[src/rtl/mesh_route_pkg.sv]
package mesh_route_pkg;
  localparam int NUM_MESH = 4;
  localparam int NUM_OUT  = 5;
  localparam int CFG_W    = 12;
  localparam int TURN_W   = 2 * NUM_MESH;

  localparam int P_N   = 0;
  localparam int P_E   = 1;
  localparam int P_W   = 2;
  localparam int P_S   = 3;
  localparam int P_LOC = 4;

  // turn bit pairs: port p owns bits 2p (first cross dir) and 2p+1 (second)
  typedef struct packed {
    logic [TURN_W-1:0]   turn;
    logic [NUM_MESH-1:0] link;
  } routeCfg_t;

  typedef struct packed {
    logic cfgLoad;
    logic locked;
  } ctrlStrobe_t;
endpackage

[src/rtl/route_cfg_ctrl.sv]
module route_cfg_ctrl
  import mesh_route_pkg::*;
(
  input  logic        clk,
  input  logic        rstN,
  input  logic        cfgWe,
  input  logic        cfgLock,
  output ctrlStrobe_t strb
);
  logic lockQ;

  always_ff @(posedge clk) begin
    if (!rstN)        lockQ <= 1'b0;
    else if (cfgLock) lockQ <= 1'b1;
  end

  always_comb begin
    strb.cfgLoad = cfgWe & ~lockQ;
    strb.locked  = lockQ;
  end


  lock_sticky_chk: assert property (@(posedge clk) disable iff (!rstN)
    lockQ |=> lockQ);
endmodule

[src/rtl/route_datapath.sv]
module route_datapath
  import mesh_route_pkg::*;
#(
  parameter int COORD_W = 3,
  parameter bit REG_OUT = 1'b0
)(
  input  logic               clk,
  input  logic               rstN,
  input  ctrlStrobe_t        strb,
  input  logic [CFG_W-1:0]   cfgData,
  input  logic [COORD_W-1:0] curX,
  input  logic [COORD_W-1:0] curY,
  input  logic [COORD_W-1:0] dstX,
  input  logic [COORD_W-1:0] dstY,
  output logic [NUM_OUT-1:0] portReq,
  output logic               routeError
);
  routeCfg_t cfgQ;

  always_ff @(posedge clk) begin
    if (!rstN)             cfgQ <= '1;
    else if (strb.cfgLoad) cfgQ <= routeCfg_t'(cfgData);
  end

  logic [NUM_MESH-1:0] dirFlag;
  logic [NUM_MESH-1:0] meshReq;
  logic                isLocal;

  always_comb begin
    dirFlag[P_N] = dstY < curY;
    dirFlag[P_S] = dstY > curY;
    dirFlag[P_E] = dstX > curX;
    dirFlag[P_W] = dstX < curX;
    isLocal      = (dstX == curX) && (dstY == curY);
  end

  for (genvar p = 0; p < NUM_MESH; p++) begin : g_port
    localparam int CA = (p == P_N || p == P_S) ? P_E : P_N;
    localparam int CB = (p == P_N || p == P_S) ? P_W : P_S;
    logic straight, turnA, turnB;
    always_comb begin
      straight   = ~dirFlag[CA] & ~dirFlag[CB];
      turnA      = dirFlag[CA] & cfgQ.turn[2*p];
      turnB      = dirFlag[CB] & cfgQ.turn[2*p+1];
      meshReq[p] = dirFlag[p] & (straight | turnA | turnB) & cfgQ.link[p];
    end
  end

  logic [NUM_OUT-1:0] nextReq;
  logic               nextErr;

  always_comb begin
    nextReq = {isLocal, meshReq};
    nextErr = ~isLocal & ~(|meshReq);
  end

  if (REG_OUT) begin : g_reg
    logic [NUM_OUT-1:0] reqQ;
    logic               errQ;
    always_ff @(posedge clk) begin
      if (!rstN) begin
        reqQ <= '0;
        errQ <= 1'b0;
      end else begin
        reqQ <= nextReq;
        errQ <= nextErr;
      end
    end
    assign portReq    = reqQ;
    assign routeError = errQ;
  end else begin : g_comb
    assign portReq    = nextReq;
    assign routeError = nextErr;

    for (genvar c = 0; c < NUM_MESH; c++) begin : g_linkchk

      link_gate_chk: assert property (@(posedge clk) disable iff (!rstN)
        !cfgQ.link[c] |-> !portReq[c]);
    end


    north_dir_chk: assert property (@(posedge clk) disable iff (!rstN)
      portReq[P_N] |-> (dstY < curY));
  end


  local_excl_chk: assert property (@(posedge clk) disable iff (!rstN)
    portReq[P_LOC] |-> (portReq[NUM_MESH-1:0] == '0));


  err_empty_chk: assert property (@(posedge clk) disable iff (!rstN)
    routeError |-> (portReq == '0));


  cfg_frozen_chk: assert property (@(posedge clk) disable iff (!rstN)
    strb.locked |=> $stable(cfgQ));
endmodule

[src/rtl/mesh_route_unit.sv]
module mesh_route_unit
  import mesh_route_pkg::*;
#(
  parameter int COORD_W = 3,
  parameter bit REG_OUT = 1'b0
)(
  input  logic               clk,
  input  logic               rstN,
  input  logic               cfgWe,
  input  logic               cfgLock,
  input  logic [11:0]        cfgData,
  input  logic [COORD_W-1:0] curX,
  input  logic [COORD_W-1:0] curY,
  input  logic [COORD_W-1:0] dstX,
  input  logic [COORD_W-1:0] dstY,
  output logic [4:0]         portReq,
  output logic               routeError
);
  ctrlStrobe_t strb;

  route_cfg_ctrl u_ctrl (
    .clk     (clk),
    .rstN    (rstN),
    .cfgWe   (cfgWe),
    .cfgLock (cfgLock),
    .strb    (strb)
  );

  route_datapath #(
    .COORD_W (COORD_W),
    .REG_OUT (REG_OUT)
  ) u_dp (
    .clk        (clk),
    .rstN       (rstN),
    .strb       (strb),
    .cfgData    (cfgData),
    .curX       (curX),
    .curY       (curY),
    .dstX       (dstX),
    .dstY       (dstY),
    .portReq    (portReq),
    .routeError (routeError)
  );
endmodule

[config.mk]
export PLATFORM = sky130hd
export DESIGN_NAME = mesh_route_unit
export DESIGN_NICKNAME = d
export VERILOG_FILES = /design/src/rtl/mesh_route_pkg.sv /design/src/rtl/route_cfg_ctrl.sv /design/src/rtl/route_datapath.sv /design/src/rtl/mesh_route_unit.sv
export SDC_FILE = /design/constraint.sdc
export NUM_CORES = 1
export LEC_CHECK = 0
export ABC_AREA = 1
export BUFFER_PORTS_ARGS = -buffer_cell sky130_fd_sc_hd__buf_4
export CAP_MARGIN = 20
export CELL_PAD_IN_SITES_DETAIL_PLACEMENT = 0
export CELL_PAD_IN_SITES_GLOBAL_PLACEMENT = 1
export CORE_ASPECT_RATIO = 1.5
export CORE_MARGIN = 2
export CORE_UTILIZATION = 34
export CTS_CLUSTER_SIZE = 16
export DETAILED_ROUTE_END_ITERATION = 12
export PLACE_DENSITY = 0.94
export SETUP_SLACK_MARGIN = 0.02
export SLEW_MARGIN = 25
export SYNTH_ARGS = -nofsm -noshare
export SYNTH_HDL_FRONTEND = slang
export SYNTH_SLANG_ARGS = --single-unit
export TNS_END_PERCENT = 20
[constraint.sdc]
create_clock -name clk -period 1.9 [get_ports clk]
set_clock_uncertainty 0.15 [all_clocks]
set_input_delay 0 -clock clk [delete_from_list [all_inputs] [get_ports clk]]
set_output_delay 0 -clock clk [all_outputs]
set_load 0.01 [all_outputs]
== After elaboration in Yosys (flattened, before gate mapping) ==
Cells that the tools add are included.

* $lt $le $gt $ge: 4
* Equal/unequal tests: 2
* Bitwise gates (word level): 35
* Reduce and logical (&&, ||, !) cells: 2

{| class="wikitable"
|+ Operator list
! kind !! count
|-
| 1-bit bitwise AND || 20
|-
| 1-bit bitwise OR || 8
|-
| 1-bit NOT || 7
|-
| 3-bit equality test || 2
|-
| 3-bit greater-than comparator || 2
|-
| 3-bit less-than comparator || 2
|-
| 4-bit OR reduction || 1
|-
| 1-bit logical AND || 1
|}

* Register bits: 13
* Input bits: 28
* Output and inout bits: 6

== Longest topological paths before layout ==
* Word-level depth: 10
* Gate-level depth with buffers: 10
* Depth with buffers taken out: 10

== Cells and area by module ==
A second synthesis with hierarchy kept.

* Cell total of the unflattened synthesis: 111
* Area, all modules: 772.0 µm²

{| class="wikitable"
|+ Modules (own cells, without submodules)
! module !! times used !! cells an instance !! area each (µm²) !! seq. area each (µm²)
|-
| route_datapath || 1 || 104 || 725.7 || 240.2
|-
| route_cfg_ctrl || 1 || 7 || 46.3 || 20.0
|}

== Worst setup path before layout ==
OpenSTA, ideal clock, no wires.

* Path type: input -> output
* Start: input curX[2]
* End: output routeError
* Arrival time: 1.001 ns
* Required time: 1.750 ns
* Setup slack: 0.749 ns
* Stages on the path: 9
* Cell sequence: inv_1 ha_1 a21oi_2 nand2_2 nand2_2 nor2_2 nand3_2 nand2_1 nor2_1

* Word-level cells in the longest chain between the ends: 10
* Elaborated cells between the ends (all ways): 27

{| class="wikitable"
|+ RTL lines
! element !! RTL line !! RTL
|-
| start: declaration || mesh_route_unit.sv:12 || <nowiki>input logic [COORD_W-1:0] curX,</nowiki>
|-
| 3-bit greater-than comparator or 3-bit less-than comparator (tied branches) || route_datapath.sv:32, route_datapath.sv:33 ||
|-
| 1-bit NOT || route_datapath.sv:42 || <nowiki>straight = ~dirFlag[CA] & ~dirFlag[CB];</nowiki>
|-
| 1-bit bitwise AND || route_datapath.sv:42 ||
|-
| 1-bit bitwise OR (2 in series) || route_datapath.sv:45 || <nowiki>meshReq[p] = dirFlag[p] & (straight | turnA | turnB) & cfgQ.link[p];</nowiki>
|-
| 1-bit bitwise AND (2 in series) || route_datapath.sv:45 ||
|-
| 4-bit OR reduction || route_datapath.sv:54 || <nowiki>nextErr = ~isLocal & ~(|meshReq);</nowiki>
|-
| 1-bit NOT || route_datapath.sv:54 ||
|-
| 1-bit bitwise AND * || route_datapath.sv:54 ||
|-
| end: declaration || mesh_route_unit.sv:17 || <nowiki>output logic routeError</nowiki>
|}

Mark *: on every way between the ends. The rest lies on a longest branch, timed or not.

== Worst setup path in the final report ==
* Start: register u_ctrl.lockQ
* End: register u_dp.cfgQ[0] (netlist bit)

* Word-level cells in the longest chain between the ends: 2

{| class="wikitable"
|+ RTL lines
! element !! RTL line !! RTL
|-
| start: declaration || route_cfg_ctrl.sv:10 || <nowiki>logic lockQ;</nowiki>
|-
| start signal: assignment || route_cfg_ctrl.sv:13 || <nowiki>if (!rstN) lockQ <= 1'b0;</nowiki>
|-
| start signal: assignment || route_cfg_ctrl.sv:14 || <nowiki>else if (cfgLock) lockQ <= 1'b1;</nowiki>
|-
| 1-bit NOT || route_cfg_ctrl.sv:18 || <nowiki>strb.cfgLoad = cfgWe & ~lockQ;</nowiki>
|-
| 1-bit bitwise AND || route_cfg_ctrl.sv:18 ||
|-
| end signal: assignment || route_datapath.sv:22 || <nowiki>else if (strb.cfgLoad) cfgQ <= routeCfg_t'(cfgData);</nowiki>
|-
| end: declaration || route_datapath.sv:18 || <nowiki>routeCfg_t cfgQ;</nowiki>
|}

Every way passes these cells.
A chain may end at the register's enable or synchronous reset.

==> results.ini <==
[power_and_ir_drop]
p_int_uw=527
ir_drop_v=0.000342
switching_share_pct=28.9
leakage_uw=0.000671
combPwrFrac_pct=36.5
powerDensity_mw_per_mm2=560
seq_power_share_pct=40.8
clkPwrFrac_pct=22.7
p_total_uw=741
p_switching_uw=214

[worst_setup_path]
critPathLaunchType=register
timing.critical_path.mode_cell=inv_2
cp_cell_sequence=inv_2 -> nand2_2 -> inv_2 -> nand2_1 -> o211ai_1 -> dlygate4sd3_1
cp_slowest_cell=dlygate4sd3_1
arrival_ns=1.75
cpPeakStageDelay_ns=0.57
path_max_fanout=18
worst-setup-path-type=reg2reg
critPathRequiredTime_ns=1.97
reg2reg_slack_ns=0.22
critPathCaptureType=register

[flow_run]
drv_cap=0

[cells_and_area]
nNetsFinal=200
areaGrowthSynthToFinish_pct=70.5
drive_gt1_share_pct=30.3
diodes=0

[yosys]
yosysUniqueCellTypes=18
yosysSeqAreaShare_pct=33.5
ys_ff_latch=13
ys_warn_count=0
syn_area_sq_um=776
netlist.area_leader.share_pct=33.5
synth_ff_type=dfxtp_1
synth_area_leaders=dfxtp_1 (34%), ha_1 (9.7%), nand2_1 (9.7%)
synth_edf_count=0
post-synth-top-count-cell=nand2_1
post-synth-top-area-cell=dfxtp_1
synth_nets=139
synth_area_per_cell_sq_um=7.39
yosys-top-cells-count=nand2_1 (20), inv_1 (17), dfxtp_1 (13), nand3_1 (13)
netlist_instances=105
async_flop_share_pct=0

[clocking]
cts_tree=built
cts-root-buf=clkbuf_4
cts-resized-gates=0
numCtsBuffers=3
path_clk_slew_ns=0.07
clock-sinks=13
cts_max_level=1
clock_latency_ns=0.27
cts_buffer_depth=2

[route]
drtPass1Iterations=4
dr_total_vias=884
route.antenna.remaining_nets=0
drcViolationCount=0
wl_per_cell_um=10.1
wl_mm=1.90
vias_per_cell=4.70
drt_iter0_drc=18

[placement]
gp_congestion=0.738
dpl.hpwl_mm=1.32
place_ws_ns=0.491
port_buffers=33

[floorplanning]
dieWidth_um=43
die_y_um=62.5
io_pins=34
die_area_sq_mm=0.00269
start_util_pct=35.1
rows=21
core_sq_mm=0.00221

[sta]
report.final.hold_viol_count=0
fin_crit_sh_pct=88.6
worst_slew_pin_slew_ns=0.277
maxSlewViolCount=0
worst_slew_margin_rel_pct=81.5
setup_ws_ns=0.217
max_freq_mhz=594
grt_setup_unrepaired=no
setup_viol=0
setup-tns-final_ns=0
fin_crit_ns=1.68

[grt]
track_usage_pct=16.5
grt_pass1_wl_mm=3.47
first_global_vias=891
antenna_found_initial=0
grt_max_degree=19
grt_overflow_total=0

[hold_path]
hold_path_class=in2reg

[run_status]
status=completed

power groups by stage:
stage / Combinational, uW / Clock, uW / Sequential, uW
finish: 270 / 168 / 302
global route: 305 / 180 / 304
CTS: 271 / 168 / 302
detailed placement: 220 / 0 / 308
global placement: 215 / 0 / 308
floorplan: 130 / 0 / 306
per-stage QoR:
stage	hold slack [ns]	cell area, sq um	cells	util [%]
detailed placement	0.0508	1040	158	46.9
finish	0.380	1320	188	59.9
global route	0.402	1320	188	59.9
global placement	0.0484	1040	158	46.9
floorplan	-0.0514	776	105	-
CTS	0.377	1320	188	59.9
layout make-up:
cell class / count / area [sq um]
Fill cell: 211 / 885
Timing Repair Buffer: 59 / 508
Multi-Input combinational cell: 68 / 420
Sequential cell: 13 / 260
Inverter: 21 / 78.8
Tap cell: 23 / 28.8
Clock buffer: 4 / 26.3
per-layer routing:
metal | wire [um] | up-vias | track usage [%] | share of wire, %
met1 | 720 | 393 | 18.8 | 38
met5 | 0 | - | 0 | 0
li1 | - | 458 | - | -
met3 | 87 | 6 | 2.02 | 4.6
met2 | 1040 | 27 | 28.4 | 55
met4 | 51 | 0 | 9.47 | 2.7
cell usage in the layout (no fill, tap or decap):
cell,synthesis,final
nand2_1,20,20
inv_1,17,17
inv_2,3,3
nand3b_1,6,6
dlygate4sd3_1,0,26
o211ai_1,6,6
nand3_1,13,13
ha_1,6,6
clkbuf_4,0,3
buf_4,1,33
a21oi_2,2,2
nor2_1,5,5
clkinv_1,1,1
nand2_2,4,4
nor2_2,1,1
clkbuf_1,0,1
o21a_1,1,1
dfxtp_1,13,13
nand3_2,4,4
logic make-up (layout without fill, tap and decap cells):
family	Yosys count	in the layout	synth area share (%)
and+or+nand+nor	53	53	35.5
AOI/OAI and AO/OA	9	9	9.03
adders and majority gates	6	6	9.68
DFF	13	13	33.5
buffers and inverters	24	84	12.3
worst max-delay path, delay by kind of cell, from the launching register on:
kind                   cells  cell delay [ns]
AND/OR/NAND/NOR            2             0.18
buffers and inverters      3             0.87
AO/OA/AOI/OAI              1             0.10
flip-flops                 1             0.32
sequential cells by signal (all words and copies together) (netlist names):
name and count:
u_ctrl.lockQ 1, u_dp.cfgQ 12
worst paths after layout:
| kind | from | endpoint | cells after the start |
|---|---|---|---|
| worst min-delay path | rstN | u_dp.cfgQ[5] | 3 |
| worst min register to register | u_dp.cfgQ[5] | u_dp.cfgQ[5] | 3 |
| worst max register to register | u_ctrl.lockQ | u_dp.cfgQ[0] | 6 |
| worst max-delay path | u_ctrl.lockQ | u_dp.cfgQ[0] | 6 |
timing repair:
item	CTS	global route
hold buffers	26	0
buffers inserted	0	0
endpoints found under the hold margin	13	0
No activity file was read; power rests on OpenSTA's default activity.
